## src/rtl/usb_frame_timer_pkg.sv

```systemverilog
package usb_frame_timer_pkg;
  typedef enum logic {
    SEL_ADJ  = 1'b0,
    SEL_BASE = 1'b1
  } reg_sel_e;

  localparam int unsigned DEF_BASE_LEN = 11936;
  localparam int unsigned DEF_ADJ_W    = 7;
  localparam int unsigned DEF_ADJ_RST  = 64;
  localparam int unsigned DEF_FN_W     = 10;
  localparam int unsigned DEF_ADDR_W   = 32;
endpackage

```

## src/rtl/uft_regs.sv

```systemverilog
module uft_regs
  import usb_frame_timer_pkg::*;
#(
  parameter int unsigned ADJ_W   = DEF_ADJ_W,
  parameter int unsigned ADJ_RST = DEF_ADJ_RST,
  parameter int unsigned ADDR_W  = DEF_ADDR_W,
  parameter int unsigned ALIGN_W = 12,
  localparam int unsigned BASE_W = ADDR_W - ALIGN_W
) (
  input  logic              clk_i,
  input  logic              rst_ni,
  input  logic              hc_rst_i,
  input  logic              we_i,
  input  reg_sel_e          sel_i,
  input  logic [ADDR_W-1:0] wdata_i,
  output logic [ADJ_W-1:0]  adj_o,
  output logic [BASE_W-1:0] base_o,
  output logic [ADDR_W-1:0] rdata_o
);
  logic [ADJ_W-1:0]  adj_q;
  logic [BASE_W-1:0] base_q;
  logic              unused_wdata;

  assign unused_wdata = ^wdata_i;

  always_ff @(posedge clk_i or negedge rst_ni) begin
    if (!rst_ni) begin
      adj_q  <= ADJ_W'(ADJ_RST);
      base_q <= '0;
    end else begin
      if (hc_rst_i)                    adj_q <= ADJ_W'(ADJ_RST);
      else if (we_i && sel_i == SEL_ADJ) adj_q <= wdata_i[ADJ_W-1:0];
      if (we_i && sel_i == SEL_BASE)   base_q <= wdata_i[ADDR_W-1:ALIGN_W];
    end
  end

  always_comb begin
    if (sel_i == SEL_BASE) rdata_o = {base_q, {ALIGN_W{1'b0}}};
    else                   rdata_o = ADDR_W'(adj_q);
  end

  assign adj_o  = adj_q;
  assign base_o = base_q;


  adj_write_chk: assert property (@(posedge clk_i) disable iff (!rst_ni)
    (we_i && sel_i == SEL_ADJ && !hc_rst_i) |=> adj_q == $past(wdata_i[ADJ_W-1:0]));

  adj_hc_rst_chk: assert property (@(posedge clk_i) disable iff (!rst_ni)
    hc_rst_i |=> adj_q == ADJ_W'(ADJ_RST));

  base_write_chk: assert property (@(posedge clk_i) disable iff (!rst_ni)
    (we_i && sel_i == SEL_BASE) |=> base_q == $past(wdata_i[ADDR_W-1:ALIGN_W]));
endmodule

```

## src/rtl/uft_cycle_cnt.sv

```systemverilog
module uft_cycle_cnt
  import usb_frame_timer_pkg::*;
#(
  parameter int unsigned BASE_LEN = DEF_BASE_LEN,
  parameter int unsigned ADJ_W    = DEF_ADJ_W,
  parameter int unsigned ADJ_RST  = DEF_ADJ_RST,
  localparam int unsigned CNT_W   = $clog2(BASE_LEN + (1 << ADJ_W))
) (
  input  logic             clk_i,
  input  logic             rst_ni,
  input  logic             hc_rst_i,
  input  logic             run_i,
  input  logic [ADJ_W-1:0] adj_i,
  output logic             sof_o
);
  logic [CNT_W-1:0] cnt_q;
  logic [ADJ_W-1:0] act_q;
  logic [CNT_W-1:0] last_val;
  logic             last;

  assign last_val = CNT_W'(BASE_LEN) + CNT_W'(act_q) - CNT_W'(1);
  assign last     = (cnt_q == last_val);
  assign sof_o    = run_i && last;

  // Pending adjust is loaded only at a boundary or while idle.
  always_ff @(posedge clk_i or negedge rst_ni) begin
    if (!rst_ni) begin
      cnt_q <= '0;
      act_q <= ADJ_W'(ADJ_RST);
    end else if (hc_rst_i) begin
      cnt_q <= '0;
      act_q <= ADJ_W'(ADJ_RST);
    end else if (!run_i || last) begin
      cnt_q <= '0;
      act_q <= adj_i;
    end else begin
      cnt_q <= cnt_q + CNT_W'(1);
    end
  end


  sof_single_chk: assert property (@(posedge clk_i) disable iff (!rst_ni)
    sof_o |=> !sof_o);

  len_hold_chk: assert property (@(posedge clk_i) disable iff (!rst_ni)
    (run_i && !last && !hc_rst_i) |=> $stable(act_q));

  idle_clear_chk: assert property (@(posedge clk_i) disable iff (!rst_ni)
    !run_i |=> cnt_q == '0);
endmodule

```

## src/rtl/uft_index.sv

```systemverilog
module uft_index #(
  parameter int unsigned FN_W   = 10,
  parameter int unsigned ADDR_W = 32,
  localparam int unsigned ALIGN_W = FN_W + 2,
  localparam int unsigned BASE_W  = ADDR_W - ALIGN_W
) (
  input  logic              clk_i,
  input  logic              rst_ni,
  input  logic              hc_rst_i,
  input  logic              sof_i,
  input  logic [BASE_W-1:0] base_i,
  output logic [FN_W-1:0]   fn_o,
  output logic [ADDR_W-1:0] addr_o
);
  logic [FN_W-1:0] fn_q;

  always_ff @(posedge clk_i or negedge rst_ni) begin
    if (!rst_ni)       fn_q <= '0;
    else if (hc_rst_i) fn_q <= '0;
    else if (sof_i)    fn_q <= fn_q + FN_W'(1);
  end

  assign fn_o   = fn_q;
  assign addr_o = {base_i, fn_q, 2'b00};


  fn_step_chk: assert property (@(posedge clk_i) disable iff (!rst_ni)
    (sof_i && !hc_rst_i) |=> fn_q == $past(fn_q) + FN_W'(1));

  fn_hold_chk: assert property (@(posedge clk_i) disable iff (!rst_ni)
    (!sof_i && !hc_rst_i) |=> $stable(fn_q));

  addr_align_chk: assert property (@(posedge clk_i) disable iff (!rst_ni)
    addr_o[1:0] == 2'b00);
endmodule

```

## src/rtl/usb_frame_timer.sv

```systemverilog
module usb_frame_timer
  import usb_frame_timer_pkg::*;
#(
  parameter int unsigned BASE_LEN = DEF_BASE_LEN,
  parameter int unsigned ADJ_W    = DEF_ADJ_W,
  parameter int unsigned ADJ_RST  = DEF_ADJ_RST,
  parameter int unsigned FN_W     = DEF_FN_W,
  parameter int unsigned ADDR_W   = DEF_ADDR_W,
  localparam int unsigned ALIGN_W = FN_W + 2,
  localparam int unsigned BASE_W  = ADDR_W - ALIGN_W
) (
  input  logic              clk_i,
  input  logic              rst_ni,
  input  logic              hc_rst_i,
  input  logic              run_i,
  input  logic              reg_we_i,
  input  logic              reg_sel_i,
  input  logic [ADDR_W-1:0] reg_wdata_i,
  output logic [ADDR_W-1:0] reg_rdata_o,
  output logic              sof_o,
  output logic [FN_W-1:0]   frame_num_o,
  output logic [ADDR_W-1:0] entry_addr_o
);
  logic [ADJ_W-1:0]  adj;
  logic [BASE_W-1:0] base;
  reg_sel_e          sel;

  assign sel = reg_sel_e'(reg_sel_i);

  uft_regs #(
    .ADJ_W(ADJ_W), .ADJ_RST(ADJ_RST), .ADDR_W(ADDR_W), .ALIGN_W(ALIGN_W)
  ) u_regs (
    .clk_i(clk_i), .rst_ni(rst_ni), .hc_rst_i(hc_rst_i), .we_i(reg_we_i),
    .sel_i(sel), .wdata_i(reg_wdata_i), .adj_o(adj), .base_o(base),
    .rdata_o(reg_rdata_o)
  );

  uft_cycle_cnt #(
    .BASE_LEN(BASE_LEN), .ADJ_W(ADJ_W), .ADJ_RST(ADJ_RST)
  ) u_cycle (
    .clk_i(clk_i), .rst_ni(rst_ni), .hc_rst_i(hc_rst_i), .run_i(run_i),
    .adj_i(adj), .sof_o(sof_o)
  );

  uft_index #(
    .FN_W(FN_W), .ADDR_W(ADDR_W)
  ) u_index (
    .clk_i(clk_i), .rst_ni(rst_ni), .hc_rst_i(hc_rst_i), .sof_i(sof_o),
    .base_i(base), .fn_o(frame_num_o), .addr_o(entry_addr_o)
  );
endmodule

```

## config.mk

```make
export PLATFORM = sky130hd
export DESIGN_NAME = usb_frame_timer
export DESIGN_NICKNAME = d
export VERILOG_FILES = /design/src/rtl/usb_frame_timer_pkg.sv /design/src/rtl/uft_regs.sv /design/src/rtl/uft_cycle_cnt.sv /design/src/rtl/uft_index.sv /design/src/rtl/usb_frame_timer.sv
export SDC_FILE = /design/constraint.sdc
export NUM_CORES = 1
export LEC_CHECK = 0
export BUFFER_PORTS_ARGS = -buffer_cell sky130_fd_sc_hd__buf_4
export CAP_MARGIN = 20
export CORE_UTILIZATION = 50
export CTS_CLUSTER_SIZE = 40
export DETAILED_ROUTE_END_ITERATION = 8
export GPL_ROUTABILITY_DRIVEN = 0
export GPL_TIMING_DRIVEN = 0
export PLACE_DENSITY = 0.89
export SLEW_MARGIN = 20
export SYNTH_ARGS = -nofsm -noshare
export SYNTH_HDL_FRONTEND = slang
export SYNTH_SLANG_ARGS = --single-unit
export TNS_END_PERCENT = 1
```

## constraint.sdc

```tcl
create_clock -name clk_i -period 3.2 [get_ports clk_i]
set_input_delay 0.64 -clock clk_i [delete_from_list [all_inputs] [get_ports clk_i]]
set_output_delay 0.64 -clock clk_i [all_outputs]
set_load 0.01 [all_outputs]
```

Word level (Yosys, flattened, before mapping)
Index checks and enable logic that the tools add are counted.

word-level totals
  register bits after elaboration = 58
  input bits = 38
  output and inout port bits = 75
  word-level logic and storage cells = 28

operators by class
  add/subtract/negate cells = 4
  eq/ne operators = 1
  mux-type cells = 9
  bitwise operators = 1
  reductions and logical operators = 8

operator list
  kind                   number
  $mux 32                1
  $mux 14                2
  $mux 7                 4
  $mux 10                2
  $add 14x1->14 const B  1
  $add 14x7->14 const A  1
  $eq 14x14->1           1
  $sub 14x1->14 const B  1
  $add 10x1->10 const B  1
  $reduce_bool 2->1      3
  $logic_and 1x1->1      3
  $logic_not 1->1        1
  $logic_or 1x1->1       1
  $not 1->1              1

Logic depth before layout (Yosys ltp)
Gate-level depths: netlist (run 1).

  depth after elaboration = 6
  gate-level depth with buffers = 10
  gate-level depth less buffers = 8

By module
Synthesis (run 1) repeated with hierarchy kept, for this count alone.

unflattened totals
  cell total of the unflattened synthesis = 328
  area total of the unflattened synthesis = 3,382.0 sq um

modules (own cells, without submodules)
  module         times used  cells each  area an instance (sq um)  seq. area each (sq um)
  uft_regs       1           109         1,328.8                   676.9
  uft_cycle_cnt  1           139         1,313.8                   526.8
  uft_index      1           80          739.5                     250.2

Least setup slack after synthesis (run 1)
Ideal clock, no wire load.

  kind = register to output
  start point = reg u_cycle.act_q[0]
  end point = out sof_o
  data arrival time = 2.157 ns
  required time = 2.560 ns
  path slack = 0.403 ns
  cell stages (with the launch flop) = 10
  path buffers = 2
  path through = dfrtp_1 inv_1 ha_1 or4b_1 a221o_1 nand2_2 nand4_4 buf_6 buf_2 nor2_1

on the way
  longest elaborated chain between the ends = 4

RTL lines
  element                   RTL line               source
  start: declaration        uft_cycle_cnt.sv:17    logic [ADJ_W-1:0] act_q;
  start signal: assignment  uft_cycle_cnt.sv:29    act_q <= ADJ_W'(ADJ_RST);
  start signal: assignment  uft_cycle_cnt.sv:32    act_q <= ADJ_W'(ADJ_RST);
  start signal: assignment  uft_cycle_cnt.sv:35    act_q <= adj_i;
  $add 14x7->14             uft_cycle_cnt.sv:21    assign last_val = CNT_W'(BASE_LEN) + CNT_W'(act_q) - CNT_W'(1);
  $sub 14x1->14             uft_cycle_cnt.sv:21
  $eq 14x14->1              uft_cycle_cnt.sv:22    assign last = (cnt_q == last_val);
  $logic_and 1x1->1         uft_cycle_cnt.sv:23    assign sof_o = run_i && last;
  end: declaration          usb_frame_timer.sv:20  output logic sof_o,

No other way between the ends.

Worst setup path after layout (run 1)
Same ends and word-level chain as after synthesis.

==> flow_metrics.py, run 1 <==
metrics = {
    "placed_design": {
        "portBuffers": 99,
        "hpwl_um": 5310,
        "dp_cells": 484,
        "dpl_cell_area_sq_um": 3970,
    },
    "worst_setup_path": {
        "required_ns": 2.56,
        "arrival_ns": 2.42,
        "critPathCaptureType": "output pin",
        "critPathMaxFanout": 11,
        "start_kind": "register",
        "crit_type": "reg2out",
    },
    "final_layout": {
        "multiInputGateArea_sq_um": 1460,
        "regArea_sq_um": 1460,
        "utilization_pct": 70.7,
        "drive_gt1_share_pct": 38.1,
        "final_cells": 503,
        "area_growth_pct": 35.6,
        "final_area_sq_um": 4210,
        "n_antenna_cell": 0,
        "fillers": 430,
        "layout.nets": 464,
    },
    "detailed_routing": {
        "postRouteAntennaNets": 0,
        "avgRoutedWirePerCell_um": 14.9,
        "drc_errors": 0,
        "dr.pass1.iters": 4,
        "via_count": 2718,
        "initialDrtViolationCount": 128,
        "avgViaCountPerCell": 5.40,
        "wirelength_um": 7500,
    },
    "yosys": {
        "synthCells": 304,
        "avgSynthCellArea_sq_um": 10.2,
        "ys_seq_elements": 58,
        "yosysUniqueCellTypes": 44,
        "ys_async_sr_fraction_pct": 100,
        "ys.flop_type": "dfrtp_1",
        "synth_commonest_cells": "dfrtp_1 (56), nor2_1 (26), and2_1 (20), mux2_2 (20), nand3_1 (19)",
        "yosysSeqAreaShare_pct": 46.8,
        "synth_area_leaders": "dfrtp_1 (45%), mux2_2 (7.3%), buf_4 (4.1%)",
        "synth_most_common_cell": "dfrtp_1",
        "yosys_warnings": 0,
        "yosys.area.top_type": "dfrtp_1",
        "synth_edf_count": 0,
        "synth_top_cell_area_share_pct": 45.1,
        "netlist_area_sq_um": 3110,
    },
    "floorplanning": {
        "die_height_um": 80.8,
        "rows": 28,
        "initial_core_util_pct": 52.1,
        "ios": 113,
        "dieArea_sq_um": 6530,
        "core_area_sq_um": 5960,
        "die_w_um": 80.8,
    },
    "hold_path": {
        "hp-class": "in2async",
    },
    "sta": {
        "tightest_slew_ns": 0.717,
        "rsz0062_at_grt": "false",
        "setup_tns_ns": 0,
        "hold_violations": 0,
        "drv_slew": 0,
        "slew_headroom_pct": 52.2,
        "finalClockSkew_ns": 0.00928,
        "fin_crit_sh_pct": 95.5,
        "fmax_mhz": 327,
        "setup_viol_count_final": 0,
        "fin_crit_ns": 3.06,
    },
    "pwr": {
        "p_leak_nw": 2.00,
        "power.density_nw_per_um2": 447,
        "power_mw": 1.88,
        "vdd_drop_max_v": 0.000316,
    },
    "clocking": {
        "hold_buffers": 0,
        "cts_root_buf": "clkbuf_8",
        "clkTransAtPathRegs_ns": 0.06,
        "numClockSinks": 58,
        "cts_tree": "yes",
        "cts_made_buffers": 9,
        "cts.htree.levels": 3,
        "clk_latency_ns": 0.34,
        "clockBufferDepth": 2,
    },
    "run": {
        "drv_cap": 0,
    },
    "run_status": {
        "status": "completed",
    },
    "global_route": {
        "grt-ovfl-total": 0,
        "grt_max_degree": 59,
        "grt_usage_pct": 25.2,
        "antenna_found_initial": 0,
        "first_global_vias": 2650,
        "grt_pass1_wl_um": 12300,
    },
}
-- cells in the final DEF (no fill, tap or decap), types with 3 or more instances in the layout --
master / Yosys / final
conb_1: 1 / 7
or3_1: 3 / 3
inv_1: 8 / 8
nor2_1: 26 / 26
mux2i_1: 6 / 6
mux2_2: 20 / 20
a21bo_1: 6 / 6
nor3_1: 5 / 5
buf_4: 17 / 120
and2_1: 20 / 20
a21oi_1: 16 / 16
nor2b_1: 13 / 13
dfrtp_1: 56 / 55
nand2_1: 7 / 7
and3_1: 5 / 5
or4_1: 7 / 7
xor2_1: 6 / 6
xnor2_1: 11 / 11
nand3_1: 19 / 19
o31ai_1: 7 / 7
clkbuf_8: 0 / 10
clkbuf_1: 12 / 15
-- cells by family (layout without fill, tap and decap cells) --
family | count (synthesis) | in the layout | synth area share [%]
and+or+nand+nor | 116 | 116 | 21.0
DFF | 58 | 58 | 46.8
AOI/OAI and AO/OA | 43 | 43 | 9.63
buffers and inverters | 40 | 158 | 7.21
muxes | 26 | 26 | 9.19
xor gates and xnor gates | 17 | 17 | 4.79
adders and majority gates | 3 | 3 | 1.21
other | 1 | 7 | 0.121
-- layer usage --
metal | routed length (um) | track usage (%)
met5 | 0 | 0
met2 | 3750 | 42.6
met4 | 196 | 12.3
met1 | 2940 | 28.8
met3 | 609 | 7.98
-- final cells by class --
type / count / share of cell area, %
Clock buffer: 13 / 3.54
Clock inverter: 3 / 1.54
Sequential cell: 58 / 34.6
Inverter: 8 / 0.713
Buffer: 31 / 4.49
Multi-Input combinational cell: 212 / 34.6
Timing Repair Buffer: 103 / 18.4
Tap cell: 75 / 2.23
-- per-stage QoR --
step	setup slack, ns	hold slack [ns]
after floorplan	0.403	0.344
after global placement	0.190	0.514
after detailed placement	0.120	0.520
after CTS	0.132	0.381
after global routing	0.0365	0.414
final	0.143	0.350
-- worst max-delay path, stage by stage (launching register included) --
cell	delay [ns]
dfrtp_2	0.41
inv_1	0.07
ha_2	0.20
or4b_4	0.48
a221o_1	0.37
nand2_2	0.08
nand4_4	0.10
buf_6	0.17
nor2_1	0.09
buf_4	0.13
-- final timing paths --
path	from	to	slack, ns	depth (start not counted)
min	rst_ni	u_index.fn_o[2]	0.35	1
max in group asynchronous	rst_ni	u_cycle.act_q[0]	2.34	1
min in group clk_i	hc_rst_i	u_index.fn_o[0]	0.51	2
max reg2reg	u_cycle.act_q[0]	u_index.fn_o[4]	0.50	10
max	u_cycle.act_q[0]	sof_o	0.14	9
min reg2reg	u_regs.base_o[16]	u_regs.base_o[16]	0.53	1
-- what timing repair did --
item	4_1_cts	5_1_grt
buffers inserted	4	0
endpoints found under the setup margin	1	0
gates resized for setup	3	0
-- report_power, final --
part | switching (mW) | internal (mW)
registers | 0.0407 | 0.780
logic | 0.140 | 0.177
clock network | 0.283 | 0.460
-- flip-flops by register name, summed over array words and instances, names as in the netlist --
register and count:
u_cycle.cnt_q 14, u_cycle.act_q 7, u_regs.base_o 20, u_regs.adj_o 7, u_index.fn_o 10
No activity file was read; power rests on OpenSTA's default activity.
==> run 2: changes to the inputs <==
Clock period 3.2 ns to 2.9 ns, I/O delays scaled along.
==> run 2 against run 1 <==
Total power grew 10%. Die area is the same. Combinational power grew 11%. Sequential share of layout area shrank 0.072 points. Via count grew 0.44%. Register-to-register slack lost 0.29 ns. Largest cell class unchanged. Largest power group unchanged.
==> flow_metrics.py, run 2 (same netlist as run 1, synthesis figures left out) <==
metrics = {
    "run_status": {
        "status": "completed",
    },
    "final_layout": {
        "fillers": 423,
        "final_cell_mix": "buf_4 (121), dfrtp_1 (55), nor2_1 (26)",
        "n_antenna_cell": 0,
        "layout.nets": 464,
        "multiInputGateArea_sq_um": 1470,
        "regArea_sq_um": 1460,
        "largest_reg_flops": 20,
        "final_common_cell": "buf_4",
        "area_growth_pct": 35.9,
        "drive_gt1_share_pct": 38.6,
    },
    "placed_design": {
        "hpwl_um": 5310,
        "portBuffers": 99,
    },
    "clocking": {
        "cts_tree": "yes",
        "clockBufferDepth": 2,
        "cts_root_buf": "clkbuf_8",
        "clk_latency_ns": 0.33,
        "cts.htree.levels": 3,
        "numClockSinks": 58,
        "clkTransAtPathRegs_ns": 0.06,
        "cts_made_buffers": 9,
    },
    "floorplanning": {
        "die_height_um": 80.8,
        "die_w_um": 80.8,
        "core_area_sq_um": 5960,
        "initial_core_util_pct": 52.1,
        "rows": 28,
        "dieArea_sq_um": 6530,
        "ios": 113,
    },
    "worst_setup_path": {
        "arrival_ns": 2.25,
        "path_cells": "inv_2 -> ha_4 -> or4b_4 -> a221o_1 -> nand2_2 -> nand4_4 -> nor2_1 -> buf_4",
        "crit_family": "simple AND/OR/NAND/NOR gates",
        "slowest_stage": "or4b_4",
        "crit_type": "reg2out",
        "critPathCaptureType": "output pin",
        "start_kind": "register",
        "critPathMaxFanout": 5,
        "cpPeakStageDelay_ns": 0.47,
        "required_ns": 2.32,
        "path_buf_inv": 2,
    },
    "global_route": {
        "antenna_found_initial": 0,
        "grt-ovfl-total": 0,
        "grt_usage_pct": 25.8,
        "first_global_vias": 2725,
        "grt_pass1_wl_um": 12600,
        "grt_max_degree": 59,
    },
    "hold_path": {
        "hp-class": "in2async",
    },
    "sta": {
        "fin_crit_ns": 2.83,
        "fin_crit_sh_pct": 97.6,
        "finalClockSkew_ns": 0.00913,
        "hold_violations": 0,
        "setup_viol_count_final": 0,
        "rsz0062_at_grt": "true",
        "whs_ns": 0.293,
        "fmax_mhz": 353,
        "tightest_slew_ns": 0.712,
        "drv_slew": 0,
        "slew_headroom_pct": 52.6,
    },
    "pwr": {
        "power_mw": 2.07,
        "vdd_drop_max_v": 0.000348,
        "power.density_nw_per_um2": 491,
        "p_leak_nw": 2.00,
    },
    "detailed_routing": {
        "initialDrtViolationCount": 178,
        "avgRoutedWirePerCell_um": 15.1,
        "via_count": 2730,
        "drc_errors": 0,
        "dr.pass1.iters": 4,
        "postRouteAntennaNets": 0,
        "avgViaCountPerCell": 5.43,
        "wirelength_um": 7600,
    },
    "run": {
        "drv_cap": 0,
    },
}
-- run 2: changes by cell type in the layout (fill, tap and decap cells not counted), sizes merged --
cell,before,now
buf,122,121
clkbuf,25,26
-- run 2: layer usage --
| layer | share of wire, % | track usage, % |
|---|---|---|
| met5 | 0 | 0 |
| met4 | 3.1 | 15.2 |
| met3 | 8.5 | 8.54 |
| met2 | 49 | 42.4 |
| met1 | 39 | 29.2 |
-- run 2: through the flow --
step | setup slack [ns] | instance area (sq um) | instances | util [%] | setup TNS [ns]
floorplan | 0.163 | 3130 | 310 | - | 0
global placement | -0.0497 | 3970 | 484 | 66.6 | -0.0497
detailed placement | -0.120 | 3970 | 484 | 66.6 | -0.120
CTS | 0.00225 | 4230 | 504 | 71.0 | 0
global route | -0.0221 | 4220 | 503 | 70.9 | -0.0221
finish | 0.0707 | 4220 | 503 | 70.9 | 0
-- run 2: path summary, 6_finish.rpt --
kind / from / end / slack [ns] / depth (start not counted)
setup reg to reg: u_cycle.act_q[1] / u_cycle.cnt_q[8] / 0.21 / 11
setup / recovery: u_cycle.act_q[1] / sof_o / 0.07 / 8
min in group clk_i: hc_rst_i / u_index.fn_o[0] / 0.45 / 2
hold reg to reg: u_regs.base_o[16] / u_regs.base_o[16] / 0.53 / 1
hold / removal: rst_ni / u_index.fn_o[2] / 0.29 / 1
max in group asynchronous: rst_ni / u_cycle.act_q[0] / 2.10 / 1
-- run 2: report_power, final --
part	switching, mW	total (mW)	internal (mW)
combinational	0.155	0.351	0.196
sequential	0.0451	0.906	0.861
clock	0.309	0.816	0.507
total	0.509	2.07	1.56
-- run 2: area by class of cell --
class / instances / area share, %
multi-input combinational: 212 / 34.7
clock buffer: 13 / 3.53
inverter: 8 / 0.712
buffer: 30 / 4.27
tap: 75 / 2.22
clock inverter: 3 / 1.54
timing repair buffer: 104 / 18.5
sequential: 58 / 34.5
-- run 2: worst reg2reg max path, delay by kind of cell, from the launching register on --
kind,cells,cell delay (ns)
DFF,1,0.41
buffers and inverters,4,0.73
adders and majority gates,1,0.15
AOI/OAI and AO/OA,1,0.37
and+or+nand+nor,5,0.93
-- run 2: repair_timing --
item / 4_1_cts / 5_1_grt
buffers inserted: 5 / 0
pin swaps: 2 / 1
hold buffers: 0 / 0
endpoints found under the setup margin: 1 / 11
gates resized for setup: 5 / 2
==> run 3: changes to the inputs <==
Settings changed: CORE_UTILIZATION 50 to 45, PLACE_DENSITY 0.89 to 0.85.
Clock period 2.9 ns to 2.37 ns, I/O delays scaled along.
==> run 3 against run 2 <==
Global-route usage decreased by 3.4 points. Cell count grew 1.2%. Register-to-register slack got worse by 0.46 ns. Clock-buffer cell count is 2 lower. Clock skew decreased by 0.0011 ns. Die area is 11% higher. Combinational power up 23%. Critical path type unchanged. Setup slack worse by 0.53 ns. The flow now finishes with violations (negative setup slack). Utilization shrank 3.5 points.
==> flow_metrics.py, run 3 (same netlist as run 1, synthesis figures left out) <==
metrics = {
    "pwr": {
        "p_leak_nw": 2.06,
        "power_mw": 2.77,
        "power.density_nw_per_um2": 632,
        "vdd_drop_max_v": 0.000436,
    },
    "final_layout": {
        "largest_reg_flops": 20,
        "final_common_cell": "buf_4",
        "final_cell_mix": "buf_4 (122), dfrtp_1 (55), nor2_1 (25)",
        "area_growth_pct": 40.9,
        "drive_gt1_share_pct": 41.9,
        "final_area_sq_um": 4380,
        "n_antenna_cell": 0,
        "layout.nets": 468,
        "fillers": 502,
    },
    "sta": {
        "fmax_mhz": 354,
        "rsz0062_at_grt": "true",
        "setup_slack_ns": -0.458,
        "whs_ns": 0.186,
        "slew_headroom_pct": 51.8,
        "tightest_slew_ns": 0.723,
        "setup_viol_count_final": 25,
        "drv_slew": 0,
        "fin_crit_sh_pct": 119,
        "fin_crit_ns": 2.83,
        "hold_violations": 0,
        "finalClockSkew_ns": 0.00807,
    },
    "detailed_routing": {
        "initialDrtViolationCount": 182,
        "avgRoutedWirePerCell_um": 14.7,
        "wirelength_um": 7490,
        "postRouteAntennaNets": 0,
        "via_count": 2706,
        "drc_errors": 0,
        "dr.pass1.iters": 4,
        "avgViaCountPerCell": 5.32,
    },
    "worst_setup_path": {
        "r2r-start": "u_cycle.act_q[1]",
        "start_kind": "register",
        "critPathCaptureType": "output pin",
        "ff2ff_setup_slack_ns": -0.25,
        "required_ns": 1.90,
        "cp-endpoint": "sof_o",
        "r2r_cells": 10,
        "crit_type": "reg2out",
        "rr_endpoint": "u_index.fn_o[8]",
        "worstSetupStartpoint": "u_cycle.act_q[1]",
        "arrival_ns": 2.35,
        "critPathMaxFanout": 2,
    },
    "floorplanning": {
        "rows": 29,
        "die_w_um": 85.1,
        "ios": 113,
        "initial_core_util_pct": 47.8,
        "die_height_um": 85.1,
        "dieArea_sq_um": 7240,
        "core_area_sq_um": 6490,
    },
    "run_status": {
        "status": "complete, but fails checks",
        "violations": "negative setup slack",
    },
    "clocking": {
        "clk_latency_ns": 0.33,
        "cts_root_buf": "clkbuf_8",
        "clkTransAtPathRegs_ns": 0.07,
        "cts_made_buffers": 9,
        "hold_buffers": 0,
        "numClockSinks": 58,
        "cts.htree.levels": 3,
        "cts_tree": "yes",
        "clockBufferDepth": 2,
    },
    "placed_design": {
        "portBuffers": 99,
        "hpwl_um": 5290,
        "dpl_cell_area_sq_um": 3990,
        "place_ws_ns": -0.431,
    },
    "global_route": {
        "grt_usage_pct": 22.4,
        "grt-ovfl-total": 0,
        "grt_max_degree": 59,
        "first_global_vias": 2710,
        "grt_pass1_wl_um": 12600,
        "antenna_found_initial": 0,
    },
    "run": {
        "drv_cap": 0,
    },
    "hold_path": {
        "hp-class": "in2async",
    },
}
==> run 3: cell count changes in the layout (fill, tap and decap cells not counted), moves of 2 or more <==
cell	before	now
a21oi_1	16	9
clkbuf_1	15	12
a21oi_2	0	7
buf_6	0	3
bufinv_16	2	4
buf_8	0	2
==> run 3: worst min path at each step <==
stage / from / endpoint / slack, ns
2_1_floorplan: rst_ni / u_cycle.act_q[0] / 0.18
3_3_place_gp: u_regs.base_o[12] / u_regs.base_o[12] / 0.51
3_5_place_dp: u_regs.base_o[10] / u_regs.base_o[10] / 0.52
4_1_cts: rst_ni / u_index.fn_o[3] / 0.22
5_1_grt: rst_ni / u_index.fn_o[4] / 0.24
6_report: rst_ni / u_index.fn_o[4] / 0.19
==> run 3: timing repair <==
item                       in CTS  in global routing
setup endpoints to repair      31                 32
resized for setup               9                 11
setup buffers                   6                  1
pin swaps                       7                 11
==> run 3: final cells by class <==
cell class | instances | area (sq um) | area share (%)
multi-input cells | 212 | 1510 | 34.4
flip-flops and latches | 58 | 1460 | 33.3
repair buffers | 106 | 800 | 18.3
plain buffers | 32 | 221 | 5.06
clock buffers | 11 | 141 | 3.23
clock inverters | 5 | 125 | 2.86
well taps | 77 | 96.3 | 2.20
inverters | 8 | 30.0 | 0.686
==> run 3: stage by stage <==
stage	cells	util [%]	setup TNS, ns
3_3_place_gp	486	61.4	-4.00
6_report	509	67.4	-3.08
3_5_place_dp	486	61.4	-5.75
5_1_grt	509	67.4	-5.83
2_1_floorplan	310	-	-0.140
4_1_cts	508	66.6	-3.32
==> run 3: where the power goes <==
group	internal, mW	switching (mW)
clock network	0.833	0.395
logic	0.242	0.190
registers	1.05	0.0534
total	2.13	0.638
==> run 3: critical path, cell delays in order (launching register included) <==
cell,delay [ns]
dfrtp_1,0.41
inv_2,0.08
ha_4,0.12
or4b_4,0.46
a221o_1,0.34
nand2_2,0.08
nand4_4,0.10
buf_6,0.15
buf_8,0.11
nor2_4,0.07
buf_6,0.10
==> run 3: routing by layer <==
metal | wire length [um] | global-route usage (%)
met1 | 3050 | 26.1
met2 | 3680 | 37.2
met5 | 0 | 0
met3 | 577 | 6.52
met4 | 178 | 12.2
